--- src/rtl/char_tx_pkg.sv ---
package char_tx_pkg;

  typedef enum logic [2:0] {
    TX_IDLE,
    TX_START,
    TX_DATA,
    TX_PAR,
    TX_STOP
  } tx_phase_e;

  // Number of data bits for a length code; the shortest length is max_bits-3.
  function automatic int unsigned char_bits(input logic [1:0] code,
                                            input int unsigned max_bits);
    return max_bits - 3 + int'(code);
  endfunction

  // Ticks per data-type bit (start, data, parity).
  function automatic int unsigned data_ticks(input logic [1:0] mode,
                                             input int unsigned ovs);
    return (mode == 2'b00) ? 1 : ovs;
  endfunction

  // Ticks for the stop period.
  function automatic int unsigned stop_ticks(input logic [1:0] code,
                                             input logic [1:0] mode,
                                             input int unsigned ovs);
    if (mode == 2'b00) return code[1] ? 2 : 1;
    case (code)
      2'b10:   return ovs + ovs / 2;
      2'b11:   return 2 * ovs;
      default: return ovs;
    endcase
  endfunction

  // Parity bit over the low nbits of data; even = 1 makes the total count even.
  function automatic logic char_parity(input logic [15:0] data,
                                       input int unsigned nbits,
                                       input logic even);
    logic p;
    p = 1'b0;
    for (int unsigned i = 0; i < 16; i++)
      if (i < nbits) p = p ^ data[i];
    return even ? p : ~p;
  endfunction

endpackage

--- src/rtl/char_tx_hold.sv ---
module char_tx_hold #(
  parameter int unsigned W = 8
) (
  input  logic         clk,
  input  logic         rst_n,
  input  logic         load,
  input  logic [W-1:0] din,
  input  logic         take,
  output logic [W-1:0] dout,
  output logic         full
);

  always_ff @(posedge clk) begin
    if (!rst_n) begin
      full <= 1'b0;
      dout <= '0;
    end else if (load) begin
      full <= 1'b1;
      dout <= din;
    end else if (take) begin
      full <= 1'b0;
    end
  end

  assert_load_fills_R7: assert property (@(posedge clk) disable iff (!rst_n)
    load |=> full);
  assert_take_frees_R7: assert property (@(posedge clk) disable iff (!rst_n)
    (take && !load) |=> !full);
  assert_take_needs_byte_R9: assert property (@(posedge clk) disable iff (!rst_n)
    take |-> full);
  assert_overwrite_R10: assert property (@(posedge clk) disable iff (!rst_n)
    load |=> (dout == $past(din)));

endmodule

--- src/rtl/char_tx_pace.sv ---
module char_tx_pace #(
  parameter int unsigned CNT_W = 6
) (
  input  logic             clk,
  input  logic             rst_n,
  input  logic             tick_en,
  input  logic             run,
  input  logic [CNT_W-1:0] limit,
  output logic             bit_done
);

  logic [CNT_W-1:0] cnt;

  assign bit_done = run && tick_en && (cnt == limit - 1'b1);

  always_ff @(posedge clk) begin
    if (!rst_n)       cnt <= '0;
    else if (!run)    cnt <= '0;
    else if (tick_en) cnt <= bit_done ? '0 : cnt + 1'b1;
  end

  assert_no_tick_no_step_R11: assert property (@(posedge clk) disable iff (!rst_n)
    !tick_en |-> !bit_done);
  assert_cnt_in_window_R5: assert property (@(posedge clk) disable iff (!rst_n)
    run |-> (cnt < limit));
  assert_cnt_frozen_R11: assert property (@(posedge clk) disable iff (!rst_n)
    (run && !tick_en) |=> $stable(cnt));

endmodule

--- src/rtl/char_tx_seq.sv ---
module char_tx_seq
  import char_tx_pkg::*;
#(
  parameter int unsigned W     = 8,
  parameter int unsigned OVS   = 16,
  parameter int unsigned CNT_W = 6
) (
  input  logic             clk,
  input  logic             rst_n,
  input  logic             tx_en,
  input  logic             full,
  input  logic [W-1:0]     hold_byte,
  input  logic [1:0]       cfg_len,
  input  logic             cfg_par_en,
  input  logic             cfg_par_even,
  input  logic [1:0]       cfg_stop,
  input  logic [1:0]       cfg_clk,
  input  logic             bit_done,
  output logic             take,
  output logic             busy,
  output logic             tx_line,
  output logic [CNT_W-1:0] limit
);

  localparam int unsigned IDX_W = (W > 1) ? $clog2(W) : 1;

  tx_phase_e      state;
  logic [W-1:0]   shreg;
  logic           par_bit;
  logic [IDX_W-1:0] idx;
  logic [IDX_W-1:0] last_idx;
  logic           start_ok;
  logic           stop_end;
  logic           bit_last;

  always_comb begin
    last_idx = IDX_W'(char_bits(cfg_len, W) - 1);
    start_ok = tx_en && full;
    stop_end = (state == TX_STOP) && bit_done;
    take     = start_ok && ((state == TX_IDLE) || stop_end);
    busy     = (state != TX_IDLE);
    bit_last = (idx == last_idx);
    limit    = (state == TX_STOP) ? CNT_W'(stop_ticks(cfg_stop, cfg_clk, OVS))
                                  : CNT_W'(data_ticks(cfg_clk, OVS));
  end

  always_ff @(posedge clk) begin
    if (!rst_n) begin
      state   <= TX_IDLE;
      shreg   <= '0;
      par_bit <= 1'b0;
      idx     <= '0;
      tx_line <= 1'b1;
    end else if (take) begin
      state   <= TX_START;
      shreg   <= hold_byte;
      par_bit <= char_parity(16'(hold_byte), char_bits(cfg_len, W), cfg_par_even);
      idx     <= '0;
      tx_line <= 1'b0;
    end else if (bit_done) begin
      case (state)
        TX_START: begin
          state   <= TX_DATA;
          tx_line <= shreg[0];
          shreg   <= shreg >> 1;
          idx     <= '0;
        end
        TX_DATA: begin
          if (bit_last) begin
            if (cfg_par_en) begin
              state   <= TX_PAR;
              tx_line <= par_bit;
            end else begin
              state   <= TX_STOP;
              tx_line <= 1'b1;
            end
          end else begin
            idx     <= idx + 1'b1;
            tx_line <= shreg[0];
            shreg   <= shreg >> 1;
          end
        end
        TX_PAR: begin
          state   <= TX_STOP;
          tx_line <= 1'b1;
        end
        TX_STOP: begin
          state   <= TX_IDLE;
          tx_line <= 1'b1;
        end
        default: begin
          state   <= TX_IDLE;
          tx_line <= 1'b1;
        end
      endcase
    end
  end

  assert_idle_high_R2: assert property (@(posedge clk) disable iff (!rst_n)
    (state == TX_IDLE) |-> tx_line);
  assert_start_low_R2: assert property (@(posedge clk) disable iff (!rst_n)
    (state == TX_START) |-> !tx_line);
  assert_stop_high_R6: assert property (@(posedge clk) disable iff (!rst_n)
    (state == TX_STOP) |-> tx_line);
  assert_idx_in_char_R3: assert property (@(posedge clk) disable iff (!rst_n)
    (state == TX_DATA) |-> (idx <= last_idx));
  assert_disabled_stays_idle_R9: assert property (@(posedge clk) disable iff (!rst_n)
    (state == TX_IDLE && !tx_en) |=> (state == TX_IDLE));
  assert_no_step_holds_line_R11: assert property (@(posedge clk) disable iff (!rst_n)
    (state != TX_IDLE && !bit_done && !take) |=> ($stable(tx_line) && $stable(state)));
  assert_chain_start_R8: assert property (@(posedge clk) disable iff (!rst_n)
    (stop_end && start_ok) |=> (state == TX_START));

endmodule

--- src/rtl/char_tx.sv ---
module char_tx
  import char_tx_pkg::*;
#(
  parameter int unsigned DATA_W     = 8,
  parameter int unsigned OVERSAMPLE = 16
) (
  input  logic              clk,
  input  logic              rst_n,
  input  logic              tick_en,
  input  logic [DATA_W-1:0] hold_data,
  input  logic              hold_load,
  input  logic              cfg_tx_en,
  input  logic [1:0]        cfg_len,
  input  logic              cfg_par_en,
  input  logic              cfg_par_even,
  input  logic [1:0]        cfg_stop,
  input  logic [1:0]        cfg_clk,
  output logic              tx_line,
  output logic              buf_empty
);

  localparam int unsigned CNT_W = $clog2(2 * OVERSAMPLE + 1);

  logic [DATA_W-1:0] held_byte;
  logic              held_full;
  logic              byte_taken;
  logic              frame_busy;
  logic              bit_done;
  logic [CNT_W-1:0]  bit_limit;

  char_tx_hold #(.W(DATA_W)) u_hold (
    .clk  (clk),
    .rst_n(rst_n),
    .load (hold_load),
    .din  (hold_data),
    .take (byte_taken),
    .dout (held_byte),
    .full (held_full)
  );

  char_tx_pace #(.CNT_W(CNT_W)) u_pace (
    .clk     (clk),
    .rst_n   (rst_n),
    .tick_en (tick_en),
    .run     (frame_busy),
    .limit   (bit_limit),
    .bit_done(bit_done)
  );

  char_tx_seq #(.W(DATA_W), .OVS(OVERSAMPLE), .CNT_W(CNT_W)) u_seq (
    .clk         (clk),
    .rst_n       (rst_n),
    .tx_en       (cfg_tx_en),
    .full        (held_full),
    .hold_byte   (held_byte),
    .cfg_len     (cfg_len),
    .cfg_par_en  (cfg_par_en),
    .cfg_par_even(cfg_par_even),
    .cfg_stop    (cfg_stop),
    .cfg_clk     (cfg_clk),
    .bit_done    (bit_done),
    .take        (byte_taken),
    .busy        (frame_busy),
    .tx_line     (tx_line),
    .limit       (bit_limit)
  );

  assign buf_empty = !held_full;

  assert_empty_with_start_R7: assert property (@(posedge clk) disable iff (!rst_n)
    (byte_taken && !hold_load) |=> (buf_empty && !tx_line));

endmodule

--- config.mk ---
export PLATFORM = sky130hd
export DESIGN_NAME = char_tx
export DESIGN_NICKNAME = d
export VERILOG_FILES = /design/src/rtl/char_tx_pkg.sv /design/src/rtl/char_tx_hold.sv /design/src/rtl/char_tx_pace.sv /design/src/rtl/char_tx_seq.sv /design/src/rtl/char_tx.sv
export SDC_FILE = /design/constraint.sdc
export NUM_CORES = 1
export LEC_CHECK = 0
export BUFFER_PORTS_ARGS = -buffer_cell sky130_fd_sc_hd__buf_2
export CORE_MARGIN = 3
export CORE_UTILIZATION = 41
export DETAILED_ROUTE_END_ITERATION = 6
export REMOVE_ABC_BUFFERS = 1
export SLEW_MARGIN = 20
export SYNTH_ARGS = -nofsm -noshare
export SYNTH_HDL_FRONTEND = slang
export SYNTH_HIERARCHICAL = 1
export SYNTH_SLANG_ARGS = --single-unit
--- constraint.sdc ---
create_clock -name clk -period 3.2 [get_ports clk]
set_input_delay 0.64 -clock clk [delete_from_list [all_inputs] [get_ports clk]]
set_output_delay 0.64 -clock clk [all_outputs]
set_load 0.01 [all_outputs]
**Word-level counts from Yosys, hierarchy flattened**

Index checks and enable logic that the tools add are counted.

- Output and inout port bits: 2
- Flip-flop bits (word level): 31
- Word-level logic and storage cells: 114
- Input port bits: 21

- $add $sub $neg: 5
- Reductions and logical operators: 20
- Muxes and demuxes: 51
- Bitwise logic cells: 9
- Magnitude comparators: 8
- Equality and inequality tests: 12

Operators with widths:

| kind | count |
|---|---|
| $mux W1 | 34 |
| $mux W6 | 4 |
| $mux W8 | 3 |
| $lt A3 B4 Y1 const A | 4 |
| $pmux W8 S2 | 1 |
| $pmux W6 S2 | 1 |
| $mux W3 | 3 |
| $pmux W3 S3 | 1 |
| $lt A1 B4 Y1 const A | 2 |
| $lt A2 B4 Y1 const A | 2 |
| $xor A1 B1 Y1 | 7 |
| $add A6 B1 Y6 const B | 1 |
| $eq A3 B2 Y1 const B | 2 |
| $eq A6 B6 Y1 | 1 |
| $pmux W3 S2 | 1 |
| $reduce_and A2 Y1 | 3 |
| $reduce_and A3 Y1 | 2 |
| $reduce_bool A2 Y1 | 3 |
| $reduce_bool A3 Y1 | 2 |
| $sub A6 B1 Y6 const B | 1 |
| $logic_and A1 B1 Y1 | 5 |
| $mux W5 | 1 |
| $add A3 B2 Y4 const A | 1 |
| $eq A2 B2 Y1 const B | 2 |
| 17 further kinds | 18 |

**Longest topological paths before layout**

- Depth in word-level cells: 42
- Gate-level depth with buffers: 16
- Mapped depth without buffers: 15

**Modules after synthesis**

Netlist, hierarchy kept.

By module, submodules not included:

| module | cells each | instances | seq. area each (um^2) | area an instance (um^2) |
|---|---|---|---|---|
| char_tx_seq | 123 | 1 | 320.3 | 1068.5 |
| char_tx_pace | 49 | 1 | 120.1 | 441.7 |
| char_tx_hold | 28 | 1 | 180.2 | 335.3 |
| char_tx | 1 | 1 | 0.0 | 3.8 |

**Least setup slack after synthesis**

OpenSTA, ideal clock, no wires.

- Path type: in2reg
- Start point: in cfg_stop[1]
- End point: reg u_seq.shreg[1]
- Data arrival time: 3.249 ns
- Path slack: -0.178 ns
- Required time: 3.071 ns
- Cell stages on the path: 14
- Path through: and3_1 nor3_1 inv_1 ha_1 xor2_1 nand4_1 nor4_2 and2_1 and2b_1 nand2b_4 inv_4 mux2_2 mux2i_1 nor2_1

- Word-level cells in the longest chain between the ends: 12
- Elaborated cells on any way between the ends: 18

Ends and longest elaborated chain:

| element | RTL line | RTL |
|---|---|---|
| from (decl) | char_tx.sv:16 | `input logic [1:0] cfg_stop,` |
| $mux W2 (*) | char_tx_pkg.sv:27 | `if (mode == 2'b00) return code[1] ? 2 : 1;` |
| $mux W6 (*) | char_tx_pkg.sv:27 |  |
| $mux W6 (*) | char_tx_pkg.sv:28 | `case (code)` |
| $mux W6 (*) | char_tx_seq.sv:43 | `limit = (state == TX_STOP) ? CNT_W'(stop_ticks(cfg_stop, cfg_clk, OVS))` |
| via bit_limit[0] | char_tx.sv:29 | `logic [CNT_W-1:0] bit_limit;` |
| $sub A6 B1 Y6 (*) | char_tx_pace.sv:14 | `assign bit_done = run && tick_en && (cnt == limit - 1'b1);` |
| $eq A6 B6 Y1 (*) | char_tx_pace.sv:14 |  |
| $logic_and A1 B1 Y1 (*) | char_tx_pace.sv:14 |  |
| via bit_done | char_tx.sv:28 | `logic bit_done;` |
| $logic_and A1 B1 Y1 (*) | char_tx_seq.sv:39 | `stop_end = (state == TX_STOP) && bit_done;` |
| $logic_or A1 B1 Y1 (*) | char_tx_seq.sv:40 | `take = start_ok && ((state == TX_IDLE) \|\| stop_end);` |
| $logic_and A1 B1 Y1 (*) | char_tx_seq.sv:40 |  |
| via byte_taken | char_tx.sv:26 | `logic byte_taken;` |
| $ne A3 B3 Y1 (no line), or another cell as far along | -- |  |
| $reduce_and A3 Y1 (no line) | -- |  |
| to (signal assigned) | char_tx_seq.sv:56 | `shreg <= hold_byte;` |
| to (signal assigned) | char_tx_seq.sv:65 | `shreg <= shreg >> 1;` |
| to (signal assigned) | char_tx_seq.sv:80 | `shreg <= shreg >> 1;` |
| to (decl) | char_tx_seq.sv:28 | `logic [W-1:0] shreg;` |

Mark *: on every way through the listed nets, which the timed path passes. The rest lies on a longest branch.
A chain may end at the register's enable or synchronous reset.

**Final worst setup path**

- Start point: in cfg_stop[1]
- End point: reg u_seq.shreg[1]

- Word-level cells in the longest chain between the ends: 12
- Elaborated cells on any way between the ends: 18

Ends and longest elaborated chain:

| element | RTL line |
|---|---|
| $mux W2 (*) | char_tx_pkg.sv:27 |
| $mux W6 (*) | char_tx_pkg.sv:27 |
| $mux W6 (*) | char_tx_pkg.sv:28 |
| $mux W6 (*) | char_tx_seq.sv:43 |
| via bit_limit[0] | char_tx.sv:29 |
| $sub A6 B1 Y6 (*) | char_tx_pace.sv:14 |
| $eq A6 B6 Y1 (*) | char_tx_pace.sv:14 |
| $logic_and A1 B1 Y1 (*) | char_tx_pace.sv:14 |
| via bit_done | char_tx.sv:28 |
| $logic_and A1 B1 Y1 | char_tx_seq.sv:39 |
| $logic_or A1 B1 Y1 | char_tx_seq.sv:40 |
| $logic_and A1 B1 Y1 | char_tx_seq.sv:40 |
| $ne A3 B3 Y1 (no line), or another cell as far along | -- |
| $reduce_and A3 Y1 (no line) | -- |

Marks and branches as above.

==> results.tsv <==
stage	metric	value	unit
sta	Pins Over Slew Limit	0	
cells_and_area	post-layout utilization of the core	0.547	
global_routing	antenna violations before repair	0	
global_routing	gr ovfl total	0	
placement	number of port buffers	22	
placement	final weighted congestion in routability-driven placement	0.743	
setup_path	Worst EP arrival	3.16	ns
pwr	Static Leak	0.933	nW
global_routing	pin count of the biggest net entering global routing	16	
pwr	net switching power	0.215	mW
sta	maximum clock rate	0.332	GHz
cts	H-tree levels	2	
cts	number of sinks driven by the clock tree	31	
die	area enclosed by the die boundary	5350	sq um
die	IO Pins	23	
synth	most common flop cell mapped by yosys	sky130_fd_sc_hd__dfxtp_1	
sta	final setup fails	0	
global_routing	via count of the first global-routing pass	1504	
detailed_routing	number of DRC violations after detailed routing	0	
synth	synthesized area	1850	sq um
setup_path	Crit Path Class	in2reg	
sta	final count of hold timing violations	0	
synth	asr flop ratio synth	0	
setup_path	depth of the worst register-to-register path	15	
setup_path	capture point of the worst reg-to-reg path	u_seq/shreg[1]	
global_routing	overall routing resource usage	0.159	
die	standard-cell row count	23	
cells_and_area	non-filler cells, final	294	
synth	Seq cells post-synth	31	
hold_path	worst min-delay path endpoint	u_seq/par_bit	
pwr	clock group share of total power	0.361	
cts	buffer type at the clock tree root	sky130_fd_sc_hd__clkbuf_8	
sta	Hold WS	0.497	ns
pwr	maximum vdd drop	0.332	mV
die	Floorplan Core Area	4170	sq um
hold_path	class of the tightest hold or removal check	reg2reg	
detailed_routing	vias per inst	5.31	
cts	TritonCTS buffer count	5	
sta	Clock Skews	0.0111	ns
cells_and_area	layout-stage area growth over the synthesis result	23.3	%
cells_and_area	post-route cell area	2280	sq um
setup_path	highest net fanout along the worst path	3	
cells_and_area	diode insertion count for antenna repair	0	
cells_and_area	fraction of layout instances using a drive strength above 1	0.311	
detailed_routing	Initial DRT Pass Iterations	4	
synth	YS warnings	6	
setup_path	largest stage delay on the critical path	0.41	ns
pwr	final total power	0.824	mW
setup_path	launching point of the worst reg2reg path	u_seq/state[1]	
cts	Max Buffers Root-to-Sink	2	
setup_path	worst setup slack for register-to-register paths	0.20	ns
run_status	status	completed	
detailed_routing	routed length per placed instance	13.4	um
global_routing	wire length of the first global-routing pass	6630	um
pwr	net switching share of the total power	0.261	
setup_path	WP buf/inv	4	
pwr	Power Density	361	nW/um^2
pwr	relative contribution of sequential cells to total power	0.493	
detailed_routing	post-route antenna net violation count	0	
die	vertical die dimension	73.2	um
synth	top-area cell type share of the netlist area	0.336	
synth	sequential cell area fraction in the yosys report	0.336	
cts	clock network latency to the later pin of the worst-skew pair	0.28	ns
cts	clock transition at the registers of the reported paths	0.07	ns
detailed_routing	total number of vias	1560	
pwr	combinational share of power	0.146	
pwr	Int Pwr	0.608	mW
sta	post-route fraction of the period consumed by the critical path	0.940	
job	max_cap viols	0	
setup_path	data required time at the worst endpoint	3.35	ns
synth	leading cell types by total area after synthesis	sky130_fd_sc_hd__dfxtp_1 34%, sky130_fd_sc_hd__mux2i_1 8.1%, sky130_fd_sc_hd__xnor2_1 7.6%	
sta	clock period minus worst slack	3.01	ns
placement	Cells after DPL	283	
placement	area post-placement	2110	sq um
synth	leading area contributor after synthesis	sky130_fd_sc_hd__dfxtp_1	
cts	TritonCTS clock tree	built	
synth	Mean Syn Cell Area	9.20	sq um
placement	HPWL reported at the end of detailed placement	2820	um
setup_path	Worst path slowest cell	sky130_fd_sc_hd__or3_4	
detailed_routing	initial drt markers	81	
setup_path	startpoint class of the critical path	input pin	
detailed_routing	routed wire length	3950	um
synth	count of flip-flops with a built-in enable after synthesis	0	
die	horizontal die dimension	73.2	um
sta	setup repair after global routing missed its margin	false	
setup_path	Top delay family on crit path	simple AND/OR/NAND/NOR gates	
cells_and_area	Layout Nets	267	
synth	number of unique standard cell types used by synthesis	54	
hold_path	worst hold start	u_seq/par_bit	
setup_path	cell-by-cell listing of the critical path	buf_2, and3_1, nor3_2, buf_4, or3_4, o31a_1, or2_0, and2_1, and2b_2, buf_4, o21ai_2, a21oi_4, buf_4, mux2i_1, nor2_1	
die	initial standard-cell utilization of the core	0.443	
setup_path	cell repeated most along the worst path	sky130_fd_sc_hd__buf_4	
hold_path	number of cells on the worst hold path	2	
synth	Synth Instances	201	
setup_path	crit end category	flip-flop	
## power by group through the flow
stage / sequential, mW / clock [mW] / combinational (mW)
after detailed placement: 0.414 / 0 / 0.113
final: 0.407 / 0.297 / 0.120
after global routing: 0.408 / 0.327 / 0.133
after CTS: 0.406 / 0.310 / 0.113
after global placement: 0.414 / 0 / 0.112
after floorplan: 0.413 / 0 / 0.0729
## Yosys cell counts (all sizes together), types with 2 or more instances
library cell and n:
a211oi 6, a21oi 8, a31oi 3, buf 7, clkbuf 2, dfxtp 31, ha 3, inv 6
mux2 7, mux2i 15, nand2 9, nand2b 5, nand3 3, nand3b 2, nand4 6, nand4bb 2
nor2 13, nor2b 12, nor3 5, nor3b 3, nor4 2, o21ai 9, or3 2, xnor2 16
xor2 7
## registers in the layout, indices dropped and copies added (netlist names)
name,count
u_seq/shreg,8
u_hold/full,1
u_seq/state,3
u_hold/dout,8
u_pace/cnt,6
u_seq/tx_line,1
u_seq/idx,3
u_seq/par_bit,1
## layout by cell type, fill, tap and decap left out, types with 2 or more instances in the layout
cell type / count
sky130_fd_sc_hd__clkbuf_8: 5
sky130_fd_sc_hd__nor3b_1: 3
sky130_fd_sc_hd__nand4bb_1: 2
sky130_fd_sc_hd__nand2b_1: 3
sky130_fd_sc_hd__nor3_2: 3
sky130_fd_sc_hd__o21ai_0: 7
sky130_fd_sc_hd__nor2b_1: 12
sky130_fd_sc_hd__mux2i_1: 15
sky130_fd_sc_hd__buf_4: 21
sky130_fd_sc_hd__nand2_1: 9
sky130_fd_sc_hd__a31oi_1: 2
sky130_fd_sc_hd__a21oi_1: 7
sky130_fd_sc_hd__xnor2_1: 16
sky130_fd_sc_hd__mux2_2: 6
sky130_fd_sc_hd__nor2_1: 12
sky130_fd_sc_hd__buf_2: 22
sky130_fd_sc_hd__dfxtp_1: 29
sky130_fd_sc_hd__nand3_1: 2
sky130_fd_sc_hd__nand3b_1: 2
sky130_fd_sc_hd__dfxtp_2: 2
sky130_fd_sc_hd__nor3_1: 2
sky130_fd_sc_hd__a211oi_1: 5
sky130_fd_sc_hd__ha_1: 3
sky130_fd_sc_hd__xor2_1: 7
sky130_fd_sc_hd__inv_1: 5
sky130_fd_sc_hd__nand4_1: 6
## final cells by class
class	count	area, sq um
Tap cell	50	62.6
Fill cell	381	1890
Clock inverter	2	12.5
Inverter	6	27.5
Sequential cell	31	623
Multi-Input combinational cell	155	1190
Clock buffer	6	72.6
Timing Repair Buffer	44	288
## metal layers
layer  vias to the layer above  routed length (um)  track usage
met5                         -                   0            0
met4                         0                  79       0.0533
met3                        10                 170       0.0455
met2                        33                1860        0.254
met1                       713                1840        0.203
li1                        804                   -            -
## worst register-to-register path, cell delays in order (launching register included)
cell and delay, ns:
sky130_fd_sc_hd__dfxtp_2 0.33, sky130_fd_sc_hd__nor2_4 0.10, sky130_fd_sc_hd__and3_1 0.20, sky130_fd_sc_hd__nor3_2 0.05, sky130_fd_sc_hd__buf_4 0.13, sky130_fd_sc_hd__or3_4 0.41
sky130_fd_sc_hd__o31a_1 0.27, sky130_fd_sc_hd__or2_0 0.24, sky130_fd_sc_hd__and2_1 0.16, sky130_fd_sc_hd__and2b_2 0.23, sky130_fd_sc_hd__buf_4 0.11, sky130_fd_sc_hd__o21ai_2 0.08
sky130_fd_sc_hd__a21oi_4 0.16, sky130_fd_sc_hd__buf_4 0.16, sky130_fd_sc_hd__mux2i_1 0.19, sky130_fd_sc_hd__nor2_1 0.05
## what timing repair did
item,4_1_cts,5_1_grt
setup buffers,0,3
gates resized for setup,0,13
hold buffers,0,0
endpoints found under the setup margin,0,11
## kinds of logic after synthesis
| kind of cell | Yosys count | synth area share |
|---|---|---|
| other | 1 | 0.00203 |
| AND/OR/NAND/NOR | 70 | 0.227 |
| flip-flops | 31 | 0.336 |
| multiplexers | 22 | 0.124 |
| XOR/XNOR | 23 | 0.109 |
| AO/OA/AOI/OAI | 36 | 0.138 |
| adder cells (fa/ha/maj) | 3 | 0.0203 |
| buffers and inverters | 15 | 0.0440 |
## worst max-delay path by stage
stage	startpoint	endpoint	slack (ns)	cells after the start
2_1_floorplan	cfg_stop[1]	u_seq/shreg[1]	-0.32	14
3_3_place_gp	cfg_stop[1]	u_seq/shreg[2]	-0.12	14
3_5_place_dp	cfg_stop[1]	u_seq/shreg[1]	-0.15	14
4_1_cts	u_seq/state[0]	u_seq/shreg[1]	0.09	14
5_1_grt	u_seq/state[1]	u_seq/shreg[4]	0.03	15
6_report	cfg_stop[1]	u_seq/shreg[1]	0.19	15
## stage by stage
step,worst slack (ns),setup TNS [ns]
after floorplan,-0.323,-2.55
after global placement,-0.119,-0.825
after detailed placement,-0.146,-1.07
after CTS,0.0909,0
after global routing,0.0259,0
final,0.191,0
Power figures use the tool's default switching activity.
